==> config.mk <==
export PLATFORM = sky130hd
export DESIGN_NAME = dual_pwm
export DESIGN_NICKNAME = d
export VERILOG_FILES = /design/src/rtl/dual_pwm_pkg.sv /design/src/rtl/pwm_regs.sv /design/src/rtl/pwm_timebase.sv /design/src/rtl/pwm_chan.sv /design/src/rtl/dual_pwm.sv
export SDC_FILE = /design/constraint.sdc
export NUM_CORES = 1
export LEC_CHECK = 0
export ABC_CLOCK_PERIOD_IN_PS = 1950
export BUFFER_PORTS_ARGS = -buffer_cell sky130_fd_sc_hd__buf_2
export CAP_MARGIN = 15
export CORE_ASPECT_RATIO = 0.5
export CORE_UTILIZATION = 35
export DETAILED_ROUTE_END_ITERATION = 10
export GPL_ROUTABILITY_DRIVEN = 0
export PLACE_DENSITY_LB_ADDON = 0.1
export SKIP_LAST_GASP = 1
export SYNTH_ARGS = -nofsm -noshare
export SYNTH_HDL_FRONTEND = slang
export SYNTH_SLANG_ARGS = --single-unit
==> constraint.sdc <==
create_clock -name clk -period 1.95 [get_ports clk]
set_clock_uncertainty 0.2 [all_clocks]
set_input_delay 0.39 -clock clk [delete_from_list [all_inputs] [get_ports clk]]
set_output_delay 0.39 -clock clk [all_outputs]
set_load 0.1 [all_outputs]
==> src/rtl/dual_pwm_pkg.sv <==
package dual_pwm_pkg;

    // Time-base phase: the prescaler only moves in TB_TICK
    typedef enum logic {
        TB_REST = 1'b0,
        TB_TICK = 1'b1
    } tb_phase_e;

endpackage

==> src/rtl/pwm_regs.sv <==
module pwm_regs #(
    parameter int DW     = 8,
    parameter int NUM_CH = 2,
    parameter int AW     = 2
) (
    input  logic                       clk,
    input  logic                       rst,
    input  logic                       wr_en,
    input  logic [AW-1:0]              addr,
    input  logic [DW-1:0]              wdata,
    output logic [DW-1:0]              reload_q,
    output logic [NUM_CH-1:0][DW-1:0]  duty_q,
    output logic [DW-1:0]              rdata
);

    localparam logic [AW-1:0] SEL_RELOAD = '0;

    always_ff @(posedge clk) begin
        if (rst) begin
            reload_q <= '0;
        end else if (wr_en && addr == SEL_RELOAD) begin
            reload_q <= wdata;
        end
    end

    for (genvar g = 0; g < NUM_CH; g++) begin : g_duty
        localparam logic [AW-1:0] SEL = AW'(g + 1);

        always_ff @(posedge clk) begin
            if (rst) begin
                duty_q[g] <= '0;
            end else if (wr_en && addr == SEL) begin
                duty_q[g] <= wdata;
            end
        end

        // written duty is held from the edge of the write
        assert_duty_load_R7: assert property (@(posedge clk) disable iff (rst)
            ($past(wr_en) && $past(addr) == SEL && !$past(rst)) |-> (duty_q[g] == $past(wdata)));
    end

    always_comb begin
        rdata = '0;
        if (addr == SEL_RELOAD) begin
            rdata = reload_q;
        end
        for (int c = 0; c < NUM_CH; c++) begin
            if (addr == AW'(c + 1)) begin
                rdata = duty_q[c];
            end
        end
    end

endmodule

==> src/rtl/pwm_timebase.sv <==
module pwm_timebase
    import dual_pwm_pkg::*;
#(
    parameter int DW = 8
) (
    input  logic          clk,
    input  logic          rst,
    input  logic [DW-1:0] reload,
    output logic [DW-1:0] cnt_q
);

    localparam logic [DW-1:0] CNT_LAST = {{(DW-1){1'b1}}, 1'b0};

    tb_phase_e     phase_q, phase_d;
    logic          tick;
    logic [DW-1:0] pre_q;

    // next-state logic
    always_comb begin
        phase_d = TB_REST;
        unique case (phase_q)
            TB_REST: phase_d = TB_TICK;
            TB_TICK: phase_d = TB_REST;
        endcase
    end

    // state register
    always_ff @(posedge clk) begin
        if (rst) phase_q <= TB_REST;
        else     phase_q <= phase_d;
    end

    // state outputs
    always_comb begin
        tick = 1'b0;
        unique case (phase_q)
            TB_REST: tick = 1'b0;
            TB_TICK: tick = 1'b1;
        endcase
    end

    // prescaler (down-counter, reloads at zero) and period counter
    always_ff @(posedge clk) begin
        if (rst) begin
            pre_q <= '0;
            cnt_q <= '0;
        end else if (tick) begin
            if (pre_q == '0) begin
                pre_q <= reload;
                cnt_q <= (cnt_q == CNT_LAST) ? '0 : cnt_q + 1'b1;
            end else begin
                pre_q <= pre_q - 1'b1;
            end
        end
    end

    assert_cnt_range_R2: assert property (@(posedge clk) disable iff (rst)
        cnt_q <= CNT_LAST);

    assert_cnt_wrap_R2: assert property (@(posedge clk) disable iff (rst)
        (cnt_q != $past(cnt_q)) |->
            ((cnt_q == $past(cnt_q) + 1'b1) || ($past(cnt_q) == CNT_LAST && cnt_q == '0)));

    assert_step_on_tick_R3: assert property (@(posedge clk) disable iff (rst)
        (cnt_q != $past(cnt_q)) |-> ($past(phase_q) == TB_TICK));

endmodule

==> src/rtl/pwm_chan.sv <==
module pwm_chan #(
    parameter int DW = 8
) (
    input  logic          clk,
    input  logic          rst,
    input  logic [DW-1:0] duty,
    input  logic [DW-1:0] cnt,
    output logic          pwm_q
);

    always_ff @(posedge clk) begin
        if (rst) pwm_q <= 1'b1;
        else     pwm_q <= !(duty > cnt);
    end

    assert_zero_high_R5: assert property (@(posedge clk) disable iff (rst)
        ($past(duty) == '0) |-> pwm_q);

    assert_full_low_R6: assert property (@(posedge clk) disable iff (rst)
        ($past(duty) == '1 && !$past(rst)) |-> !pwm_q);

endmodule

==> src/rtl/dual_pwm.sv <==
module dual_pwm #(
    parameter int DW     = 8,
    parameter int NUM_CH = 2,
    parameter int AW     = 2
) (
    input  logic              clk,
    input  logic              rst,
    input  logic              wr_en,
    input  logic [AW-1:0]     addr,
    input  logic [DW-1:0]     wdata,
    output logic [DW-1:0]     rdata,
    output logic [NUM_CH-1:0] pwm_o
);

    logic [DW-1:0]             reload;
    logic [NUM_CH-1:0][DW-1:0] duty;
    logic [DW-1:0]             cnt;

    pwm_regs #(.DW(DW), .NUM_CH(NUM_CH), .AW(AW)) u_regs (
        .clk      (clk),
        .rst      (rst),
        .wr_en    (wr_en),
        .addr     (addr),
        .wdata    (wdata),
        .reload_q (reload),
        .duty_q   (duty),
        .rdata    (rdata)
    );

    pwm_timebase #(.DW(DW)) u_tb (
        .clk    (clk),
        .rst    (rst),
        .reload (reload),
        .cnt_q  (cnt)
    );

    // every channel taps the single shared count
    for (genvar g = 0; g < NUM_CH; g++) begin : g_ch
        pwm_chan #(.DW(DW)) u_ch (
            .clk   (clk),
            .rst   (rst),
            .duty  (duty[g]),
            .cnt   (cnt),
            .pwm_q (pwm_o[g])
        );
    end

endmodule

==> impl_metrics.csv <==
group,metric,value,unit
detailed_routing,drt_iter0_drc,109,
synth,synth_warnings,0,
cts,clk_pin_slew,0.06,ns
cts,cts_hold_buf,0,
power,pwr-share-clk,27.8,%
synth,ys_types,42,
power,p_seq_share,28.5,%
setup_path,crit_type,"flop to flop",
cts,cts_buffers,5,
power,vdd_drop_max,0.515,mV
setup_path,arrival,1.92,ns
synth,synthTopCellsByCount,"43 x dfxtp_1, 33 x nor2_1, 26 x mux2i_1",
detailed_routing,routed_wl,6.34,mm
detailed_routing,num_vias,2105,
place,io_buffers,22,
cells_and_area,diodes,0,
synth,syn_avg_cell_area,8.63,µm²
detailed_routing,viasPerCell,5.17,
cells_and_area,fin_area,3190,µm²
setup_path,timing.rr.end,"u_tb.pre_q[1]",
sta,fin_crit_sh,101,%
global_route,grt-ovfl-total,0,
setup_path,r2r_slack,-0.01,ns
power,swShare,35.6,%
floorplanning,fp.dieH,60.9,µm
cells_and_area,drive_gt1_share,25.1,%
cts,htreeDepth,2,
setup_path,path_max_fanout,3,
detailed_routing,postRouteAntennaNets,0,
setup_path,cp-start-kind,"flop",
sta,setup_ws,-0.0116,ns
global_route,grt_util_all_layers,18.9,%
cells_and_area,area.growth.synth_to_final,31.5,%
place,placed_area,2960,µm²
floorplanning,start_util,36.2,%
cts,cts_tree,"built",
sta,period_needed,1.96,ns
synth,yosys.area.top_type,"dfxtp_1",
run_status,violations,"negative setup slack",
cts,worstSkewPairLatency,0.29,ns
sta,clock.fmax,510,MHz
sta,worst_slew_pin_slew,0.482,ns
floorplanning,core_area,6700,µm²
place,dp_hpwl,4.80,mm
hold_path,hold_class,"input pin to flop",
power,power_leakage,0.00127,µW
cells_and_area,final_nets,347,
floorplanning,io_pins,23,
setup_path,cp.required,1.91,ns
sta,drv_slew,0,
synth,postSynth.asyncResetShare,0,%
setup_path,reg2reg_from,"u_tb.pre_q[1]",
synth,synth_top_area_share,35.5,%
sta,finalHoldViolCount,0,
floorplanning,rows,21,
detailed_routing,routedWlPerCell,15.6,µm
setup_path,crit_path_end_kind,"flop",
cts,clock_sinks,43,
detailed_routing,firstDrtPassIters,4,
synth,synth_edf_count,0,
sta,maxSlewHeadroom,68.1,%
floorplanning,die_w,120,µm
power,combPwrFrac,43.7,%
cts,clock_path_buffers,2,
synth,ys_seq_elements,43,
cts,root_buffer,"clkbuf_16",
power,p_int,2540,µW
setup_path,r2r_cells,6,
sta,fin_setup_tns,-0.0233,ns
sta,grt_setup_unrepaired,"yes",
cts,post_cts_buffers,0,
run,maxCapViolations,0,
detailed_routing,drc_errors,0,
synth,synthFlopType,"dfxtp_1",
global_route,grt_pass1_vias,2010,
global_route,grt_max_degree,18,
power,switching_power,1410,µW
synth,syn_nets,314,
run_status,status,"finished, violations left",
hold_path,hp-start,"wdata[3]",
hold_path,worstHoldPathCells,3,
synth,synth_cells,281,
power,cellPowerDensity,1240,nW/µm²
global_route,antenna_found_initial,0,
global_route,grt_pass1_wl,10.1,mm
synth,yosys-top-cells-area,"dfxtp_1 35%, mux2i_1 11%, ha_1 10%",
synth,yosysMostFrequentCell,"dfxtp_1",
synth,syn-cell-area,2430,µm²
floorplanning,dieArea,7290,µm²
synth,seq_area_frac_synth,35.5,%
hold_path,min_to,"u_regs.duty_q[3]",
sta,finalSetupViolations,3,
logic make-up (layout without fill, tap and decap cells):
family	count (synthesis)	in the layout	synth area share, %
simple gates	99	99	20.7
compound gates	52	52	13.4
flops	43	43	35.5
buf+inv	32	66	5.93
mux	28	28	11.7
fa+ha+maj	20	20	10.3
xor+xnor	7	7	2.53
layout by cell type (no fill, tap or decap), types with 6 or more instances in the layout:
| cell | count |
|---|---|
| a21oi_1 | 21 |
| xnor2_1 | 6 |
| ha_1 | 19 |
| dfxtp_1 | 42 |
| nand2_1 | 23 |
| buf_12 | 9 |
| buf_2 | 14 |
| nor2_1 | 32 |
| nand3_1 | 13 |
| buf_4 | 21 |
| o21ai_4 | 8 |
| mux2i_1 | 26 |
| inv_1 | 12 |
power by group through the flow:
stage | logic (µW) | registers (µW) | clock network [µW]
4_1_cts | 1670 | 1120 | 1120
2_1_floorplan | 1200 | 1120 | 0
3_5_place_dp | 1610 | 1140 | 0
3_3_place_gp | 1590 | 1140 | 0
5_1_grt | 1900 | 1140 | 1170
6_report | 1730 | 1130 | 1100
state kept, by name, summed over array words and instances (netlist names):
register and flops:
u_regs.duty_q 16, u_regs.reload_q 8, u_tb.cnt_q 8, u_tb.pre_q 8, u_tb.phase_q 1, g_ch.u_ch.pwm_q 2
stage by stage:
| stage | worst slack [ns] | utilization, % | total power (µW) | cells | hold slack [ns] |
|---|---|---|---|---|---|
| 6_report | -0.0116 | 47.6 | 3950 | 407 | 0.174 |
| 5_1_grt | -0.114 | 47.6 | 4210 | 407 | 0.179 |
| 4_1_cts | -0.0186 | 47.4 | 3920 | 407 | 0.171 |
| 3_5_place_dp | -0.0897 | 44.2 | 2750 | 399 | 0.278 |
| 3_3_place_gp | -0.0356 | 44.2 | 2730 | 399 | 0.269 |
| 2_1_floorplan | -0.0540 | - | 2320 | 281 | 0.244 |
cell type report:
type	instances	area [µm²]
clock buffer	5	125
clock inverter	3	67.6
fill	656	3510
inverter	14	52.6
multi-input combinational	206	1560
sequential	43	862
tap	92	115
timing repair buffer	44	408
critical path, stage by stage (launching register included):
cell and delay [ns]:
dfxtp_2 0.32, inv_2 0.07, ha_4 0.13, or4b_4 0.46, or3_4 0.34, o211ai_1 0.22, a21oi_1 0.09
how the worst max path moves through the flow:
stage                     to  slack [ns]     startpoint  depth (start not counted)
2_1_floorplan  u_tb.pre_q[0]       -0.05  u_tb.pre_q[0]                          7
3_3_place_gp   u_tb.cnt_q[3]       -0.04  u_tb.pre_q[1]                          7
3_5_place_dp   u_tb.cnt_q[3]       -0.09  u_tb.pre_q[1]                          7
4_1_cts        u_tb.pre_q[1]       -0.02  u_tb.pre_q[1]                          6
5_1_grt        u_tb.pre_q[1]       -0.11  u_tb.pre_q[1]                          6
6_report       u_tb.pre_q[1]       -0.01  u_tb.pre_q[1]                          6
timing repair:
action | 4_1_cts | 5_1_grt
resized for setup | 4 | 5
pin swaps | 0 | 3
hold endpoints to repair | 0 | 0
setup endpoints to repair | 8 | 8
cloned | 0 | 0
routing by layer:
layer  wire length, µm  vias to the layer above  track usage, %  part of all wire [%]
met4                65                        0            5.18                   1.0
met2              2830                       40            31.7                    45
li1                  -                     1058               -                     -
met1              3240                     1000            25.0                    51
met3               207                        7            4.14                   3.3
met5                 0                        -               0                     0
Note: power is estimated with default switching activity, not from simulation.
